**src/rtl/dtg_pkg.sv**
```systemverilog
package dtg_pkg;
   localparam logic [3:0] A_EN     = 4'd0;
   localparam logic [3:0] A_LINE   = 4'd1;
   localparam logic [3:0] A_FPER   = 4'd2;
   localparam logic [3:0] A_VSW    = 4'd3;
   localparam logic [3:0] A_DHOR   = 4'd4;
   localparam logic [3:0] A_DVS    = 4'd5;
   localparam logic [3:0] A_DVE    = 4'd6;
   localparam logic [3:0] A_AHOR   = 4'd7;
   localparam logic [3:0] A_AVS    = 4'd8;
   localparam logic [3:0] A_AVE    = 4'd9;
   localparam logic [3:0] A_CFG    = 4'd10;
   localparam logic [3:0] A_POL    = 4'd11;
   localparam logic [3:0] A_BORDER = 4'd12;
   localparam logic [3:0] A_FRAME  = 4'd13;
   localparam logic [3:0] A_LINECT = 4'd14;

   localparam int SYNC_N = 3;   // bit 0 hsync, bit 1 vsync, bit 2 de
   localparam int CFG_W  = 2;   // bit 0 active-h enable, bit 1 active-v enable
endpackage

```
**src/rtl/dtg_regs.sv**
```systemverilog
module dtg_regs
   import dtg_pkg::*;
#(
   parameter int DATA_W  = 32,
   parameter int COLOR_W = 24,
   parameter int FRM_W   = 32,
   parameter int LINE_W  = 16,
   localparam int HW     = DATA_W / 2
) (
   input  logic               clk,
   input  logic               rst_n,
   input  logic               wr,
   input  logic [3:0]         addr,
   input  logic [DATA_W-1:0]  wdata,
   output logic [DATA_W-1:0]  rdata,
   input  logic [FRM_W-1:0]   frame_cnt,
   input  logic [LINE_W-1:0]  line_cnt,
   output logic               en,
   output logic [HW-1:0]      h_per,
   output logic [HW-1:0]      hs_w,
   output logic [DATA_W-1:0]  f_per,
   output logic [DATA_W-1:0]  vs_w,
   output logic [HW-1:0]      dh_start,
   output logic [HW-1:0]      dh_end,
   output logic [DATA_W-1:0]  dv_start,
   output logic [DATA_W-1:0]  dv_end,
   output logic [HW-1:0]      ah_start,
   output logic [HW-1:0]      ah_end,
   output logic [DATA_W-1:0]  av_start,
   output logic [DATA_W-1:0]  av_end,
   output logic [CFG_W-1:0]   win_cfg,
   output logic [SYNC_N-1:0]  pol,
   output logic [COLOR_W-1:0] border
);
   always_ff @(posedge clk or negedge rst_n) begin
      if (!rst_n) begin
         en <= 1'b0;   h_per <= '0;  hs_w <= '0;   f_per <= '0;  vs_w <= '0;
         dh_start <= '0; dh_end <= '0; dv_start <= '0; dv_end <= '0;
         ah_start <= '0; ah_end <= '0; av_start <= '0; av_end <= '0;
         win_cfg <= '0; pol <= '0; border <= '0;
      end else if (wr) begin
         unique case (addr)
            A_EN:     en <= wdata[0];
            A_LINE:   {h_per, hs_w} <= wdata;
            A_FPER:   f_per <= wdata;
            A_VSW:    vs_w <= wdata;
            A_DHOR:   {dh_end, dh_start} <= wdata;
            A_DVS:    dv_start <= wdata;
            A_DVE:    dv_end <= wdata;
            A_AHOR:   {ah_end, ah_start} <= wdata;
            A_AVS:    av_start <= wdata;
            A_AVE:    av_end <= wdata;
            A_CFG:    win_cfg <= wdata[CFG_W-1:0];
            A_POL:    pol <= wdata[SYNC_N-1:0];
            A_BORDER: border <= wdata[COLOR_W-1:0];
            default:  ;
         endcase
      end
   end

   always_comb begin
      unique case (addr)
         A_EN:     rdata = DATA_W'(en);
         A_LINE:   rdata = {h_per, hs_w};
         A_FPER:   rdata = f_per;
         A_VSW:    rdata = vs_w;
         A_DHOR:   rdata = {dh_end, dh_start};
         A_DVS:    rdata = dv_start;
         A_DVE:    rdata = dv_end;
         A_AHOR:   rdata = {ah_end, ah_start};
         A_AVS:    rdata = av_start;
         A_AVE:    rdata = av_end;
         A_CFG:    rdata = DATA_W'(win_cfg);
         A_POL:    rdata = DATA_W'(pol);
         A_BORDER: rdata = DATA_W'(border);
         A_FRAME:  rdata = DATA_W'(frame_cnt);
         A_LINECT: rdata = DATA_W'(line_cnt);
         default:  rdata = '0;
      endcase
   end

   AST_EN_WRITE: assert property (@(posedge clk) disable iff (!rst_n)
      (wr && addr == A_EN) |=> en == $past(wdata[0]));
endmodule

```
**src/rtl/dtg_counters.sv**
```systemverilog
module dtg_counters #(
   parameter int DATA_W = 32,
   parameter int FRM_W  = 32,
   parameter int LINE_W = 16,
   localparam int HW    = DATA_W / 2
) (
   input  logic              clk,
   input  logic              rst_n,
   input  logic              en,
   input  logic [HW-1:0]     h_per,
   input  logic [DATA_W-1:0] f_per,
   output logic [HW-1:0]     hpos,
   output logic [DATA_W-1:0] flat,
   output logic [FRM_W-1:0]  frame_cnt,
   output logic [LINE_W-1:0] line_cnt
);
   logic h_last, f_last;

   assign h_last = ({1'b0, hpos} + 1'b1) >= {1'b0, h_per};
   assign f_last = ({1'b0, flat} + 1'b1) >= {1'b0, f_per};

   always_ff @(posedge clk or negedge rst_n) begin
      if (!rst_n) begin
         hpos <= '0; flat <= '0; frame_cnt <= '0; line_cnt <= '0;
      end else if (!en) begin
         hpos <= '0; flat <= '0; line_cnt <= '0;
      end else if (f_last) begin
         hpos <= '0; flat <= '0; line_cnt <= '0;
         frame_cnt <= frame_cnt + 1'b1;
      end else begin
         flat <= flat + 1'b1;
         if (h_last) begin
            hpos     <= '0;
            line_cnt <= line_cnt + 1'b1;
         end else begin
            hpos <= hpos + 1'b1;
         end
      end
   end

   AST_FRAME_STEP: assert property (@(posedge clk) disable iff (!rst_n)
      (en && f_last) |=> frame_cnt == FRM_W'($past(frame_cnt) + 1'b1));
   AST_FRAME_RESTART: assert property (@(posedge clk) disable iff (!rst_n)
      (en && f_last) |=> (line_cnt == '0 && flat == '0 && hpos == '0));
   AST_HALT_HOLD: assert property (@(posedge clk) disable iff (!rst_n)
      !en |=> (flat == '0 && hpos == '0 && frame_cnt == $past(frame_cnt)));
endmodule

```
**src/rtl/dtg_decode.sv**
```systemverilog
module dtg_decode
   import dtg_pkg::*;
#(
   parameter int DATA_W  = 32,
   parameter int COLOR_W = 24,
   localparam int HW     = DATA_W / 2
) (
   input  logic               clk,
   input  logic               rst_n,
   input  logic               en,
   input  logic [HW-1:0]      hpos,
   input  logic [DATA_W-1:0]  flat,
   input  logic [HW-1:0]      hs_w,
   input  logic [DATA_W-1:0]  vs_w,
   input  logic [HW-1:0]      dh_start,
   input  logic [HW-1:0]      dh_end,
   input  logic [DATA_W-1:0]  dv_start,
   input  logic [DATA_W-1:0]  dv_end,
   input  logic [HW-1:0]      ah_start,
   input  logic [HW-1:0]      ah_end,
   input  logic [DATA_W-1:0]  av_start,
   input  logic [DATA_W-1:0]  av_end,
   input  logic [CFG_W-1:0]   win_cfg,
   input  logic [SYNC_N-1:0]  pol,
   input  logic [COLOR_W-1:0] border,
   input  logic [COLOR_W-1:0] pix_in,
   output logic [SYNC_N-1:0]  sync_o,
   output logic [COLOR_W-1:0] pix_out
);
   logic in_disp, in_act_h, in_act_v;
   logic [SYNC_N-1:0] sync_raw;

   assign in_disp  = (hpos >= dh_start) && (hpos <= dh_end) &&
                     (flat >= dv_start) && (flat <= dv_end);
   assign in_act_h = !win_cfg[0] || ((hpos >= ah_start) && (hpos <= ah_end));
   assign in_act_v = !win_cfg[1] || ((flat >= av_start) && (flat <= av_end));

   assign sync_raw = en ? {in_disp, (flat < vs_w), (hpos < hs_w)} : '0;

   for (genvar i = 0; i < SYNC_N; i++) begin : g_pol
      assign sync_o[i] = sync_raw[i] ^ pol[i];
   end

   always_comb begin
      if (!en || !in_disp)           pix_out = '0;
      else if (in_act_h && in_act_v) pix_out = pix_in;
      else                           pix_out = border;
   end

   AST_IDLE_LEVEL: assert property (@(posedge clk) disable iff (!rst_n)
      !en |-> sync_o == pol);
   AST_BLANK_OUTSIDE: assert property (@(posedge clk) disable iff (!rst_n)
      (sync_o[2] == pol[2]) |-> pix_out == '0);
   AST_BORDER_FILL: assert property (@(posedge clk) disable iff (!rst_n)
      (sync_o[2] != pol[2] && win_cfg == '0) |-> pix_out == pix_in);
endmodule

```
**src/rtl/disp_timing_gen.sv**
```systemverilog
module disp_timing_gen
   import dtg_pkg::*;
#(
   parameter int DATA_W  = 32,
   parameter int COLOR_W = 24,
   parameter int FRM_W   = 32,
   parameter int LINE_W  = 16,
   localparam int HW     = DATA_W / 2
) (
   input  logic               clk,
   input  logic               rst_n,
   input  logic               reg_wr,
   input  logic [3:0]         reg_addr,
   input  logic [DATA_W-1:0]  reg_wdata,
   output logic [DATA_W-1:0]  reg_rdata,
   input  logic [COLOR_W-1:0] pix_in,
   output logic               hsync,
   output logic               vsync,
   output logic               de,
   output logic [COLOR_W-1:0] pix_out
);
   if (DATA_W % 2 != 0)  begin : g_chk_even  $error("DATA_W must be even");       end
   if (COLOR_W > DATA_W) begin : g_chk_color $error("COLOR_W exceeds DATA_W");    end
   if (FRM_W > DATA_W)   begin : g_chk_frm   $error("FRM_W exceeds DATA_W");      end
   if (LINE_W > DATA_W)  begin : g_chk_line  $error("LINE_W exceeds DATA_W");     end

   logic               en;
   logic [HW-1:0]      h_per, hs_w, dh_start, dh_end, ah_start, ah_end, hpos;
   logic [DATA_W-1:0]  f_per, vs_w, dv_start, dv_end, av_start, av_end, flat;
   logic [CFG_W-1:0]   win_cfg;
   logic [SYNC_N-1:0]  pol, sync_o;
   logic [COLOR_W-1:0] border;
   logic [FRM_W-1:0]   frame_cnt;
   logic [LINE_W-1:0]  line_cnt;

   dtg_regs #(.DATA_W(DATA_W), .COLOR_W(COLOR_W), .FRM_W(FRM_W), .LINE_W(LINE_W)) u_regs (
      .clk, .rst_n, .wr(reg_wr), .addr(reg_addr), .wdata(reg_wdata), .rdata(reg_rdata),
      .frame_cnt, .line_cnt, .en, .h_per, .hs_w, .f_per, .vs_w,
      .dh_start, .dh_end, .dv_start, .dv_end, .ah_start, .ah_end,
      .av_start, .av_end, .win_cfg, .pol, .border
   );

   dtg_counters #(.DATA_W(DATA_W), .FRM_W(FRM_W), .LINE_W(LINE_W)) u_cnt (
      .clk, .rst_n, .en, .h_per, .f_per, .hpos, .flat, .frame_cnt, .line_cnt
   );

   dtg_decode #(.DATA_W(DATA_W), .COLOR_W(COLOR_W)) u_dec (
      .clk, .rst_n, .en, .hpos, .flat, .hs_w, .vs_w, .dh_start, .dh_end,
      .dv_start, .dv_end, .ah_start, .ah_end, .av_start, .av_end,
      .win_cfg, .pol, .border, .pix_in, .sync_o, .pix_out
   );

   assign hsync = sync_o[0];
   assign vsync = sync_o[1];
   assign de    = sync_o[2];

   AST_LINE_CLEARED: assert property (@(posedge clk) disable iff (!rst_n)
      $fell(en) |=> line_cnt == '0);
endmodule

```
**config.mk**
```make
export PLATFORM = sky130hd
export DESIGN_NAME = disp_timing_gen
export DESIGN_NICKNAME = d
export VERILOG_FILES = /design/src/rtl/dtg_pkg.sv /design/src/rtl/dtg_regs.sv /design/src/rtl/dtg_counters.sv /design/src/rtl/dtg_decode.sv /design/src/rtl/disp_timing_gen.sv
export SDC_FILE = /design/constraint.sdc
export NUM_CORES = 1
export LEC_CHECK = 0
export BUFFER_PORTS_ARGS = -buffer_cell sky130_fd_sc_hd__buf_2
export CELL_PAD_IN_SITES_DETAIL_PLACEMENT = 1
export CELL_PAD_IN_SITES_GLOBAL_PLACEMENT = 1
export CORE_MARGIN = 4
export CORE_UTILIZATION = 28
export CTS_BUF_LIST = sky130_fd_sc_hd__clkbuf_4 sky130_fd_sc_hd__clkbuf_8 sky130_fd_sc_hd__clkbuf_16
export DETAILED_ROUTE_END_ITERATION = 8
export GPL_ROUTABILITY_DRIVEN = 1
export PLACE_DENSITY_LB_ADDON = 0.1
export SYNTH_ARGS = -nofsm -noshare
export SYNTH_HDL_FRONTEND = slang
export SYNTH_SLANG_ARGS = --single-unit
```
**constraint.sdc**
```tcl
create_clock -name clk -period 3.7 [get_ports clk]
set_clock_uncertainty 0.15 [all_clocks]
set_input_delay 0.37 -clock clk [delete_from_list [all_inputs] [get_ports clk]]
set_output_delay 0.37 -clock clk [all_outputs]
set_load 0.02 [all_outputs]
```
-- After elaboration in Yosys (flattened, before gate mapping)
Cells that the tools add are included.
- $add $sub $neg: 6
- order comparisons: 12
- eq/ne operators: 15
- muxes and demuxes: 12
- bitwise gates (word level): 3
- reductions and logical operators: 28
- operators with widths (operator ; number):
    case mux 32 bit (15 select lines) ; 1
    two-way mux 16 bit ; 6
    adder 32 x 1 -> 32 bit, second input constant ; 2
    greater-or-equal comparator 32 bit ; 2
    <= comparator 32 bit ; 2
    two-way mux 32 bit ; 2
    two-way mux 24 bit ; 2
    adder 32 x 1 -> 33 bit, second input constant ; 1
    greater-or-equal comparator 33 x 32 -> 1 bit ; 1
    adder 16 x 1 -> 16 bit, second input constant ; 2
    greater-or-equal comparator 16 bit ; 2
    <= comparator 16 bit ; 2
    less-than comparator 32 bit ; 1
    == test 4 bit, second input constant ; 7
    AND reduction 2 bit ; 14
    adder 16 x 1 -> 17 bit, second input constant ; 1
    greater-or-equal comparator 17 x 16 -> 1 bit ; 1
    == test 4 x 3 -> 1 bit, second input constant ; 4
    less-than comparator 16 bit ; 1
    == test 4 x 2 -> 1 bit, second input constant ; 2
    logical AND 1 bit ; 6
    == test 4 x 1 -> 1 bit, second input constant ; 1
    logical NOT 1 bit ; 4
    logical NOT 4 bit ; 1
    4 further kinds ; 8
- register bits after elaboration: 414
- input port bits: 63
- output and inout port bits: 59
- logic and storage cells: 96

-- Logic depth before layout (Yosys ltp)
Gate-level depths: netlist of run 1.
- depth in word-level cells: 7
- mapped depth: 19
- depth with buffers taken out: 16

-- Hierarchy
Synthesis of run 1 repeated with hierarchy kept, for this count alone.
- cells, all modules: 2511
- area, all modules: 26476.6 um^2
- modules (own cells, without submodules) (module ; instances ; cells an instance ; area an instance (um^2) ; seq. area each (um^2)):
    dtg_regs ; 1 ; 1027 ; 14322.5 ; 7957.6
    dtg_decode ; 1 ; 886 ; 6337.3 ; 0.0
    dtg_counters ; 1 ; 598 ; 5816.8 ; 2402.3

-- Least setup slack after synthesis of run 1
No wires, ideal clock.
- path type: flip-flop to flip-flop
- start point: register u_cnt.flat[2]
- end point: register u_cnt.hpos[12]
- library setup time: 0.068 ns
- data arrival time: 3.779 ns
- required time: 3.482 ns
- path slack: -0.297 ns
- cell stages (with the launch flop): 19
- path buffers: 2
- clock period less this slack: 3.997 ns
- cells stage by stage: dfrtp_1 and2_4 and4_4 nand3_4 nor2b_4 and4_4 buf_6 nand3_1 xnor2_1 ha_1 a21o_1 a21o_1 a211o_1 o2111ai_1 nand4b_1 o21bai_4 or4_4 buf_12 nor2b_4
- cells in the longest elaborated chain, start to end: 4
- ends and longest elaborated chain (element ; RTL line ; text):
    start, declared ; dtg_counters.sv:13 ; output logic [DATA_W-1:0] flat,
    start signal, assigned ; dtg_counters.sv:31 ; flat <= flat + 1'b1;
    adder 32 x 1 -> 33 bit ; dtg_counters.sv:20 ; assign f_last = ({1'b0, flat} + 1'b1) >= {1'b0, f_per};
    greater-or-equal comparator 33 x 32 -> 1 bit ; dtg_counters.sv:20 ;
    two-way mux 16 bit ; dtg_counters.sv:27 ; end else if (f_last) begin
    two-way mux 16 bit ; dtg_counters.sv:25 ; end else if (!en) begin
    end signal, assigned ; dtg_counters.sv:36 ; hpos <= hpos + 1'b1;
    end, declared ; dtg_counters.sv:12 ; output logic [HW-1:0] hpos,
Every way passes these cells.
A chain may end at the register's enable or synchronous reset.

-- Worst setup path in the final report of run 1
- start point: register u_cnt.flat[17]
- end point: output port pix_out[6]
- cells in the longest elaborated chain, start to end: 6
- elaborated cells between the ends (all ways): 13
- classes of those cells: order compare: 4; mux: 2; reduce/logical: 7
- ends and longest elaborated chain (element ; RTL line ; text):
    greater-or-equal comparator 32 bit (tied with other cells) ; dtg_decode.sv:36 ; assign in_act_v = !win_cfg[1] || ((flat >= av_start) && (flat <= av_end));
    logical AND 1 bit (on tied branches) ; dtg_decode.sv:36, dtg_decode.sv:33 ;
    logical OR 1 bit or logical AND 1 bit (tied branches) ; dtg_decode.sv:36, dtg_decode.sv:34 ;
    logical AND 1 bit or logical NOT 1 bit (tied branches) ; dtg_decode.sv:46, dtg_decode.sv:45 ;
    two-way mux 24 bit or logical OR 1 bit (tied branches) ; dtg_decode.sv:46, dtg_decode.sv:45 ;
    two-way mux 24 bit * ; dtg_decode.sv:45 ; if (!en || !in_disp) pix_out = '0;
    end, declared ; disp_timing_gen.sv:20 ; output logic [COLOR_W-1:0] pix_out
Every way passes the cells marked *; elsewhere a longest branch is shown, timed or not.

==> flow_metrics.py, run 1 <==
metrics = {
    "final_layout": {
        "share_of_layout_cells_above_drive_strength_1": 0.326,
        "nNetsFinal": 3122,
        "num-fill-cells": 10134,
        "final-instance-count-excl-fill": 4059,
        "stdcell_area_mm2": 0.0329,
        "layout-area-overhead-vs-synth_pct": 25.8,
    },
    "power": {
        "internal_portion_of_total_power_mw": 10.9,
        "power.density_cell_area_mw_per_mm2": 509,
        "seqPwrFrac": 0.387,
        "p_comb_frac": 0.277,
        "peakVddDrop_mv": 0.355,
        "p_leak_nw": 16.0,
        "overall_power_consumption_mw": 16.7,
        "proportion_of_total_power_due_to_net_switching": 0.349,
        "netSwitchingPower_mw": 5.85,
        "power.share.clock": 0.336,
    },
    "clock_network": {
        "cts_inserted_buffers": 54,
        "clock_tree.buffer_depth": 3,
        "clock_latency_ns": 0.65,
        "path_clk_slew_ns": 0.06,
        "tritoncts_num_sinks": 414,
        "clk_root_buffer_cell": "clkbuf_16",
        "htree_num_levels": 2,
        "cts_tree": "yes",
    },
    "place": {
        "dpl.cell_count": 3916,
        "dp_hpwl_mm": 91.0,
        "detailed_place.area_mm2": 0.0298,
        "port_buffers": 121,
        "gpl.final_weighted_congestion": 0.896,
    },
    "floorplanning": {
        "die_w_um": 314,
        "core_area_mm2": 0.0922,
        "die_h_um": 314,
        "initial_core_utilization": 0.284,
        "core.rowCount": 111,
        "num_io_pins": 122,
        "die_area_mm2": 0.0984,
    },
    "drt": {
        "detail_route.first_pass.iterations": 8,
        "finalWirelength_mm": 121,
        "wl_per_cell_um": 29.7,
        "drc": 0,
        "1st_iter_drt_viols": 1244,
        "route.vias.total": 21445,
        "vias_per_cell": 5.28,
        "ant_nets": 0,
    },
    "critical_path": {
        "timing.critical_path.from_type": "flop",
        "cp.arrival_ns": 3.63,
        "crit_chain": "buf_4 > ha_1 > nand4_1 > nor4_1 > buf_4 > o41a_1 > o31ai_4 > o211ai_4 > buf_12 > buf_12 > mux2i_2 > nor2_1 > buf_2",
        "critical_path_s_top_delay_family": "buffers and inverters",
        "required_ns": 3.18,
        "path_max_fanout": 7,
        "critPathSlowestCell": "dfrtp_1",
        "timing.critical_path.to_type": "output port",
        "slowest_delay_ns": 0.37,
        "combined_buffer_and_inverter_count_along_the_critical_path": 5,
        "ws_path_type": "reg2out",
    },
    "logic_synthesis": {
        "synth_edf_count": 0,
        "ys_dominant_reg_cell": "dfrtp_1",
        "syn_area_mm2": 0.0262,
        "yosysUniqueCellTypes": 70,
        "ys_async_sr_fraction": 1.00,
        "postSynthRegisterBits": 414,
        "yosysWarnings": 0,
        "yosys.cell_count.top_type": "dfrtp_1",
        "synth_commonest_cells": "414 x dfrtp_1, 318 x mux2_2, 290 x ha_1, 287 x inv_1, 93 x nor2_1",
        "synth.area.top_cells": "dfrtp_1 40%, ha_1 14%, mux2_2 14%",
        "cell_count_after_synthesis": 2470,
        "synth_top_area_share": 0.396,
        "avgSynthCellArea_um2": 10.6,
        "synth-seq-area-share": 0.396,
        "syn_nets": 2823,
        "biggest_area_consumer_among_synthesized_cells": "dfrtp_1",
    },
    "global_routing": {
        "grt_start_max_net_pins": 90,
        "globalRouteOverflowTotal": 0,
        "global_route.usage.total": 0.242,
        "first_global_vias": 23254,
        "grt_antenna_before_repair": 4,
        "grt_pass1_wl_mm": 172,
    },
    "worst_hold_path": {
        "worst_hold_path_type": "in2reg",
    },
    "sta": {
        "finalHoldViolations": 0,
        "finalSetupViolCount": 123,
        "rsz0062_at_grt": "true",
        "finalWorstSetupSlack_ns": -0.451,
        "worstMarginPinSlew_ns": 0.966,
        "timing.final.crit_period_ns": 4.15,
        "finalCritPeriodShare": 1.12,
        "max_clock_freq_mhz": 241,
        "max_slew_margin": 0.356,
        "report.final.slew_viol_count": 0,
        "fin_setup_tns_ns": -27.22,
    },
    "run_status": {
        "violations_in_the_final_reports": "setup timing",
        "result_of_the_run": "finished, violations left",
    },
    "job": {
        "max_cap_viol_count": 0,
    },
}
==> placed cells by master, fill, tap and decap left out, types with 22 or more instances in the layout <==
| cell type | Yosys | final |
|---|---|---|
| o21ai_0 | 39 | 22 |
| nand3_1 | 66 | 64 |
| xnor2_1 | 63 | 62 |
| inv_1 | 287 | 284 |
| a22oi_1 | 42 | 42 |
| nor2b_1 | 32 | 31 |
| dfrtp_1 | 414 | 397 |
| a21oi_1 | 82 | 72 |
| buf_12 | 1 | 32 |
| nand4_1 | 76 | 76 |
| ha_1 | 290 | 272 |
| buf_2 | 3 | 94 |
| xor2_1 | 29 | 28 |
| a221oi_1 | 64 | 63 |
| nand2_1 | 81 | 72 |
| buf_4 | 3 | 198 |
| nor2_1 | 93 | 85 |
| clkbuf_16 | 0 | 56 |
| a22o_1 | 61 | 61 |
| and3_1 | 29 | 29 |
| buf_6 | 4 | 22 |
| a21o_1 | 69 | 69 |
| mux2_2 | 318 | 318 |
| mux2i_1 | 25 | 23 |
==> per-stage QoR <==
stage	hold WS (ns)	setup WS, ns	util
6_report	0.0249	-0.451	0.357
5_1_grt	0.0192	-0.560	0.357
3_5_place_dp	0.328	-0.382	0.323
4_1_cts	0.00376	-0.572	0.351
3_3_place_gp	0.319	-0.359	0.323
2_1_floorplan	-0.0756	-0.153	-
==> path summary, 6_finish.rpt <==
| kind | slack [ns] | start | end | cells after the start |
|---|---|---|---|---|
| worst min register to register | 0.33 | u_cnt.frame_cnt[31] | u_cnt.frame_cnt[31] | 1 |
| min in group asynchronous | 0.28 | rst_n | u_regs.vs_w[14] | 2 |
| worst min-delay path | 0.02 | reg_wdata[13] | u_regs.f_per[13] | 2 |
| max in group asynchronous | 2.13 | rst_n | u_cnt.flat[22] | 3 |
| worst max register to register | -0.35 | u_cnt.flat[2] | u_cnt.hpos[14] | 16 |
| worst max-delay path | -0.45 | u_cnt.flat[17] | pix_out[6] | 13 |
==> kinds of logic after synthesis <==
kind of cell             after synthesis  share of synthesized area
flip-flops                           414                      0.396
buffers and inverters                400                     0.0597
adder cells (fa/ha/maj)              290                      0.139
XOR/XNOR                              92                     0.0308
AO/OA/AOI/OAI                        454                      0.129
AND/OR/NAND/NOR                      477                     0.0997
multiplexers                         343                      0.146
==> sequential cells by signal, summed over array words and instances (netlist names), 32 cells and up <==
| signal | flops |
|---|---|
| u_regs.dv_start | 32 |
| u_regs.av_end | 32 |
| u_regs.vs_w | 32 |
| u_regs.av_start | 32 |
| u_cnt.flat | 32 |
| u_cnt.frame_cnt | 32 |
| u_regs.dv_end | 32 |
| u_regs.f_per | 32 |
==> layout make-up <==
cell class	instances	area [um2]	area share
antenna	2	5.00	0.000152
timing repair buffer	355	2990	0.0908
clock inverter	24	262	0.00795
tap	1243	1560	0.0473
clock buffer	77	1640	0.0499
sequential	414	10400	0.315
multi-input combinational	1656	15000	0.455
inverter	288	1090	0.0330
==> metal layers <==
metal	GRT usage	vias to the layer above	wire length (um)
met2	0.424	528	59300
met3	0.0277	158	4820
met5	0	-	0
met1	0.307	11176	51800
li1	-	9583	-
met4	0.0849	0	4710
==> power groups by stage <==
stage                     clock network, mW  logic [mW]  registers (mW)
after floorplan                           0        2.51            5.94
after global placement                    0        3.95            6.52
after detailed placement                  0        4.06            6.56
after CTS                              5.78        4.43            6.49
after global routing                   5.99        5.09            6.57
final                                  5.63        4.63            6.48
==> worst reg2reg max path, delay by kind of cell (launching register included) <==
kind            cells  cell delay (ns)
compound gates      4             0.76
xor+xnor            1             0.21
fa+ha+maj           1             0.27
buf+inv             1             0.19
flops               1             0.35
simple gates        9             2.04
==> timing repair <==
item,CTS,global route
gates cloned,2,1
endpoints found under the hold margin,83,0
setup endpoints to repair,123,123
resized for setup,130,67
pin swaps,43,42
hold buffers,3,0
buffers inserted,16,21
No activity file was read; power rests on OpenSTA's default activity.
==> run 2, diff against run 1 <==
- CTS_BUF_LIST: sky130_fd_sc_hd__clkbuf_4 sky130_fd_sc_hd__clkbuf_8 sky130_fd_sc_hd__clkbuf_16 -> sky130_fd_sc_hd__clkbuf_16
==> run 2 against run 1 <==
The run still ends with setup timing left. Sequential power barely moved. Worst hold slack better by 0.00051 ns. Setup slack about the same. Sequential share of layout area increased by 0.19 points. Cell area down 0.60%. Combinational power barely moved.
==> flow_metrics.py, run 2 (same netlist as run 1, synthesis figures left out) <==
metrics = {
    "place": {
        "gpl.final_weighted_congestion": 0.896,
        "dp_hpwl_mm": 91.0,
        "detailedPlace.worstSlack_ns": -0.382,
        "port_buffers": 121,
    },
    "floorplanning": {
        "die_w_um": 314,
        "die_h_um": 314,
        "core_area_mm2": 0.0922,
        "core.rowCount": 111,
        "die_area_mm2": 0.0984,
        "initial_core_utilization": 0.284,
        "num_io_pins": 122,
    },
    "final_layout": {
        "most_used_cells_in_the_layout_excluding_fill_and_tap_cells": "397 x dfrtp_1, 318 x mux2_2, 290 x inv_1",
        "finalCoreUtilization": 0.355,
        "layout.cells.most_common": "dfrtp_1",
        "layout-area-overhead-vs-synth_pct": 25.0,
        "share_of_layout_cells_above_drive_strength_1": 0.318,
        "nNetsFinal": 3121,
    },
    "power": {
        "peakVddDrop_mv": 0.356,
        "p_leak_nw": 15.9,
        "overall_power_consumption_mw": 16.3,
        "power.density_cell_area_mw_per_mm2": 500,
    },
    "clock_network": {
        "clk_root_buffer_cell": "clkbuf_16",
        "tritoncts_num_sinks": 414,
        "path_clk_slew_ns": 0.06,
        "htree_num_levels": 2,
        "clock_tree.buffer_depth": 3,
        "cts_tree": "yes",
        "clock_latency_ns": 0.65,
        "cts_inserted_buffers": 54,
    },
    "critical_path": {
        "critPathSlowestCell": "dfrtp_1",
        "timing.critical_path.from_type": "flop",
        "cp.arrival_ns": 3.63,
        "critical_path_s_top_delay_family": "buffers and inverters",
        "slowest_delay_ns": 0.37,
        "combined_buffer_and_inverter_count_along_the_critical_path": 5,
        "timing.critical_path.to_type": "output port",
        "ws_path_type": "reg2out",
        "r2r_cells": 16,
        "path_common_cell": "buf_4",
        "crit_chain": "buf_4 > ha_1 > nand4_1 > nor4_1 > buf_4 > o41a_1 > o31ai_4 > o211ai_4 > buf_12 > buf_12 > mux2i_2 > nor2_1 > buf_4",
        "required_ns": 3.18,
        "path_max_fanout": 7,
        "worstSetupPathDepth": 13,
    },
    "sta": {
        "report.final.slew_viol_count": 0,
        "finalWorstSetupSlack_ns": -0.451,
        "finalSetupViolCount": 123,
        "max_clock_freq_mhz": 241,
        "finalHoldViolations": 0,
        "rsz0062_at_grt": "true",
        "finalCritPeriodShare": 1.12,
        "max_slew_margin": 0.352,
        "timing.final.crit_period_ns": 4.15,
        "fin_worst_hold_slack_ns": 0.0254,
        "worstMarginPinSlew_ns": 0.972,
    },
    "drt": {
        "finalWirelength_mm": 121,
        "ant_nets": 0,
        "detail_route.first_pass.iterations": 5,
        "wl_per_cell_um": 29.7,
        "vias_per_cell": 5.29,
        "route.vias.total": 21484,
        "1st_iter_drt_viols": 1241,
        "drc": 0,
    },
    "global_routing": {
        "grt_antenna_before_repair": 5,
        "global_route.usage.total": 0.242,
        "first_global_vias": 23248,
        "globalRouteOverflowTotal": 0,
        "grt_start_max_net_pins": 90,
        "grt_pass1_wl_mm": 172,
    },
    "run_status": {
        "violations_in_the_final_reports": "setup timing",
        "result_of_the_run": "finished, violations left",
    },
    "job": {
        "max_cap_viol_count": 0,
    },
    "worst_hold_path": {
        "timing.hold.worst_path_depth": 2,
        "worst_hold_path_type": "in2reg",
    },
}
-- run 2: cell count changes in the layout (fill, tap and decap cells not counted), moves of 3 or more --
cell      change
clkinv_1     +16
inv_1         +6
clkbuf_4      -6
diode_2       +3
clkbuf_8     -16
-- run 2: power by group --
group	internal (mW)	switching, mW	total [mW]
Clock	2.97	2.27	5.24
Sequential	5.38	1.11	6.48
Combinational	2.14	2.48	4.62
Total	10.5	5.85	16.3
-- run 2: repair_timing --
action | in CTS | in global routing
gates resized for setup | 130 | 66
buffers inserted | 16 | 20
hold buffers | 3 | 0
setup endpoints to repair | 123 | 123
pin swaps | 38 | 40
gates cloned | 2 | 1
hold endpoints to repair | 83 | 0
-- run 2: through the flow --
| stage | std cells | TNS (ns) | instance area [um2] |
|---|---|---|---|
| after floorplan | 2470 | -2.02 | 26200 |
| after global placement | 3916 | -21.56 | 29800 |
| after detailed placement | 3916 | -26.63 | 29800 |
| after CTS | 4036 | -30.40 | 32200 |
| after global routing | 4056 | -48.77 | 32700 |
| final | 4061 | -24.60 | 32700 |
-- run 2: worst paths after layout --
check,startpoint,endpoint,slack (ns)
max,u_cnt.flat[17],pix_out[6],-0.45
min in group asynchronous,rst_n,u_regs.vs_w[14],0.28
min reg2reg,u_cnt.frame_cnt[31],u_cnt.frame_cnt[31],0.33
max in group asynchronous,rst_n,u_cnt.flat[22],2.12
max reg2reg,u_cnt.flat[2],u_cnt.hpos[14],-0.33
min,reg_wdata[13],u_regs.f_per[13],0.03
-- run 2: final cells by class --
cell class	instances	area, um2
timing repair buffer	354	2980
antenna	5	12.5
tap	1243	1560
clock inverter	46	344
fill	10168	59500
inverter	288	1090
multi-input combinational	1656	15000
sequential	414	10400
clock buffer	55	1380
-- run 2: layer usage --
metal / vias up / share of wire / GRT usage
met5: - / 0.00012 / 0
met4: 2 / 0.037 / 0.0833
met3: 157 / 0.043 / 0.0264
met2: 534 / 0.49 / 0.424
met1: 11205 / 0.43 / 0.309
li1: 9586 / - / -
==> run 3, diff against run 2 <==
- GPL_TIMING_DRIVEN: not set -> 0
==> run 3 against run 2 <==
The run still ends with setup timing left. Sequential cell count unchanged. Global-route usage increased by 0.53 points. Highest routed layer unchanged. Die area unchanged. Non-clock buffer count shrank 38. Setup slack worse by 0.16 ns. Combinational power fell by 3%. Via count rose by 1.1%.
==> flow_metrics.py, run 3 (same netlist as run 1, synthesis figures left out) <==
metrics = {
    "global_routing": {
        "globalRouteOverflowTotal": 0,
        "grt_start_max_net_pins": 104,
        "global_route.usage.total": 0.247,
        "first_global_vias": 23031,
        "grt_pass1_wl_mm": 174,
        "grt_antenna_before_repair": 12,
    },
    "floorplanning": {
        "die_h_um": 314,
        "die_w_um": 314,
        "core_area_mm2": 0.0922,
        "initial_core_utilization": 0.284,
        "core.rowCount": 111,
        "num_io_pins": 122,
        "die_area_mm2": 0.0984,
    },
    "clock_network": {
        "path_clk_slew_ns": 0.06,
        "clk_root_buffer_cell": "clkbuf_16",
        "clock_latency_ns": 0.63,
        "tritoncts_num_sinks": 414,
        "cts_tree": "yes",
        "htree_num_levels": 2,
        "cts_inserted_buffers": 55,
        "clock_tree.buffer_depth": 3,
    },
    "run_status": {
        "result_of_the_run": "finished, violations left",
        "violations_in_the_final_reports": "setup timing",
    },
    "sta": {
        "max_clock_freq_mhz": 232,
        "fin_setup_tns_ns": -57.16,
        "worstMarginPinSlew_ns": 1.13,
        "rsz0062_at_grt": "true",
        "fin_worst_hold_slack_ns": 0.0282,
        "finalSetupViolCount": 123,
        "max_slew_margin": 0.245,
        "finalWorstSetupSlack_ns": -0.610,
        "timing.final.crit_period_ns": 4.31,
        "finalHoldViolations": 0,
        "report.final.slew_viol_count": 0,
        "finalCritPeriodShare": 1.16,
    },
    "drt": {
        "1st_iter_drt_viols": 1537,
        "detail_route.first_pass.iterations": 5,
        "finalWirelength_mm": 124,
        "route.vias.total": 21726,
        "drc": 0,
        "ant_nets": 0,
        "vias_per_cell": 5.40,
        "wl_per_cell_um": 30.7,
    },
    "critical_path": {
        "critPathSlowestCell": "or4_4",
        "timing.reg2reg.setup_slack_ns": -0.61,
        "required_ns": 4.10,
        "combined_buffer_and_inverter_count_along_the_critical_path": 1,
        "ws_path_type": "reg2reg",
        "path_common_cell": "a21o_1",
        "slowest_delay_ns": 0.54,
        "crit_chain": "and2_4 > and4_4 > nand3_4 > nor2b_4 > and4_1 > and3_1 > xor2_1 > ha_1 > a21o_1 > a21o_1 > a21oi_2 > nor2_1 > nand4b_1 > o21bai_4 > or4_4 > buf_6 > and2b_1",
        "path_max_fanout": 6,
        "cp.arrival_ns": 4.71,
        "origin_of_the_critical_flop_to_flop_path": "u_cnt.flat[3]",
        "rr_endpoint": "u_cnt.hpos[5]",
        "timing.critical_path.from_type": "flop",
        "timing.critical_path.to_type": "flop",
        "r2r_cells": 17,
        "critical_path_s_top_delay_family": "simple AND/OR/NAND/NOR gates",
    },
    "job": {
        "max_cap_viol_count": 0,
    },
    "power": {
        "p_comb_frac": 0.271,
        "internal_portion_of_total_power_mw": 10.7,
        "p_leak_nw": 15.5,
        "netSwitchingPower_mw": 5.87,
        "seqPwrFrac": 0.397,
        "proportion_of_total_power_due_to_net_switching": 0.355,
        "power.share.clock": 0.332,
        "peakVddDrop_mv": 0.317,
        "power.density_cell_area_mw_per_mm2": 509,
    },
    "final_layout": {
        "most_used_cells_in_the_layout_excluding_fill_and_tap_cells": "365 x dfrtp_1, 318 x mux2_2, 295 x inv_1",
        "nNetsFinal": 3084,
        "share_of_layout_cells_above_drive_strength_1": 0.310,
        "num-fill-cells": 10298,
        "layout.cells.most_common": "dfrtp_1",
        "layout-area-overhead-vs-synth_pct": 24.2,
        "stdcell_area_mm2": 0.0325,
    },
    "place": {
        "detailedPlace.worstSlack_ns": -1.86,
        "dp_hpwl_mm": 93.9,
        "detailed_place.area_mm2": 0.0283,
        "gpl.final_weighted_congestion": 0.898,
        "port_buffers": 97,
    },
    "worst_hold_path": {
        "launch_instance_of_the_worst_min_delay_path": "reg_wdata[24]",
        "timing.hold.worst_path_depth": 2,
        "min_to": "u_regs.dv_end[24]",
        "worst_hold_path_type": "in2reg",
    },
}
==> run 3: changes by cell type in the layout (fill, tap and decap cells not counted), moves of 20 or more <==
cell / before / now
buf_1: 0 / 48
buf_12: 32 / 12
buf_4: 198 / 79
clkbuf_2: 0 / 27
dfrtp_1: 397 / 365
dfrtp_2: 17 / 48
==> run 3: power groups by stage <==
stage                     clock (mW)  sequential, mW  combinational [mW]
after floorplan                    0            5.94                2.51
after global placement             0            6.66                3.53
after detailed placement           0            6.69                3.67
after CTS                       5.64            6.58                4.32
after global routing            5.82            6.63                4.91
final                           5.49            6.56                4.48
==> run 3: cell type report <==
| type | count | area [um2] | share of cell area |
|---|---|---|---|
| Inverter | 288 | 1100 | 0.0337 |
| Tap cell | 1243 | 1560 | 0.0479 |
| Clock buffer | 57 | 1430 | 0.0439 |
| Antenna cell | 5 | 12.5 | 0.000385 |
| Clock inverter | 44 | 373 | 0.0115 |
| Buffer | 111 | 671 | 0.0206 |
| Multi-Input combinational cell | 1656 | 15300 | 0.470 |
| Timing Repair Buffer | 205 | 1650 | 0.0509 |
| Sequential cell | 414 | 10400 | 0.321 |
==> run 3: stage by stage <==
stage,power (mW),utilization,std cells
after global placement,10.2,0.306,3810
final,16.5,0.352,4023
after detailed placement,10.4,0.307,3814
after floorplan,8.45,-,2470
after CTS,16.5,0.346,4002
after global routing,17.4,0.352,4019
==> run 3: timing repair <==
item	CTS	global route
hold endpoints to repair	87	0
endpoints found under the setup margin	155	149
pin swaps	66	22
gates resized for setup	312	87
cloned	3	1
hold buffers	5	0
buffers inserted	80	15
==> run 3: worst max-delay path by stage <==
stage / cells past startpoint / start / to
CTS: 16 / u_cnt.flat[3] / u_cnt.hpos[4]
finish: 17 / u_cnt.flat[3] / u_cnt.hpos[5]
detailed placement: 8 / reg_addr[1] / reg_rdata[11]
global route: 16 / u_cnt.flat[2] / u_cnt.hpos[5]
floorplan: 18 / u_cnt.flat[3] / u_cnt.hpos[12]
global placement: 1 / rst_n / u_cnt.flat[2]
==> run 3: layer usage <==
layer,wire length (um),track usage,part of all wire,vias to the layer above
li1,-,-,-,9516
met2,58300,0.418,0.47,668
met3,6320,0.0295,0.051,203
met1,53200,0.325,0.43,11335
met5,37,0,0.00030,-
met4,5810,0.0933,0.047,4
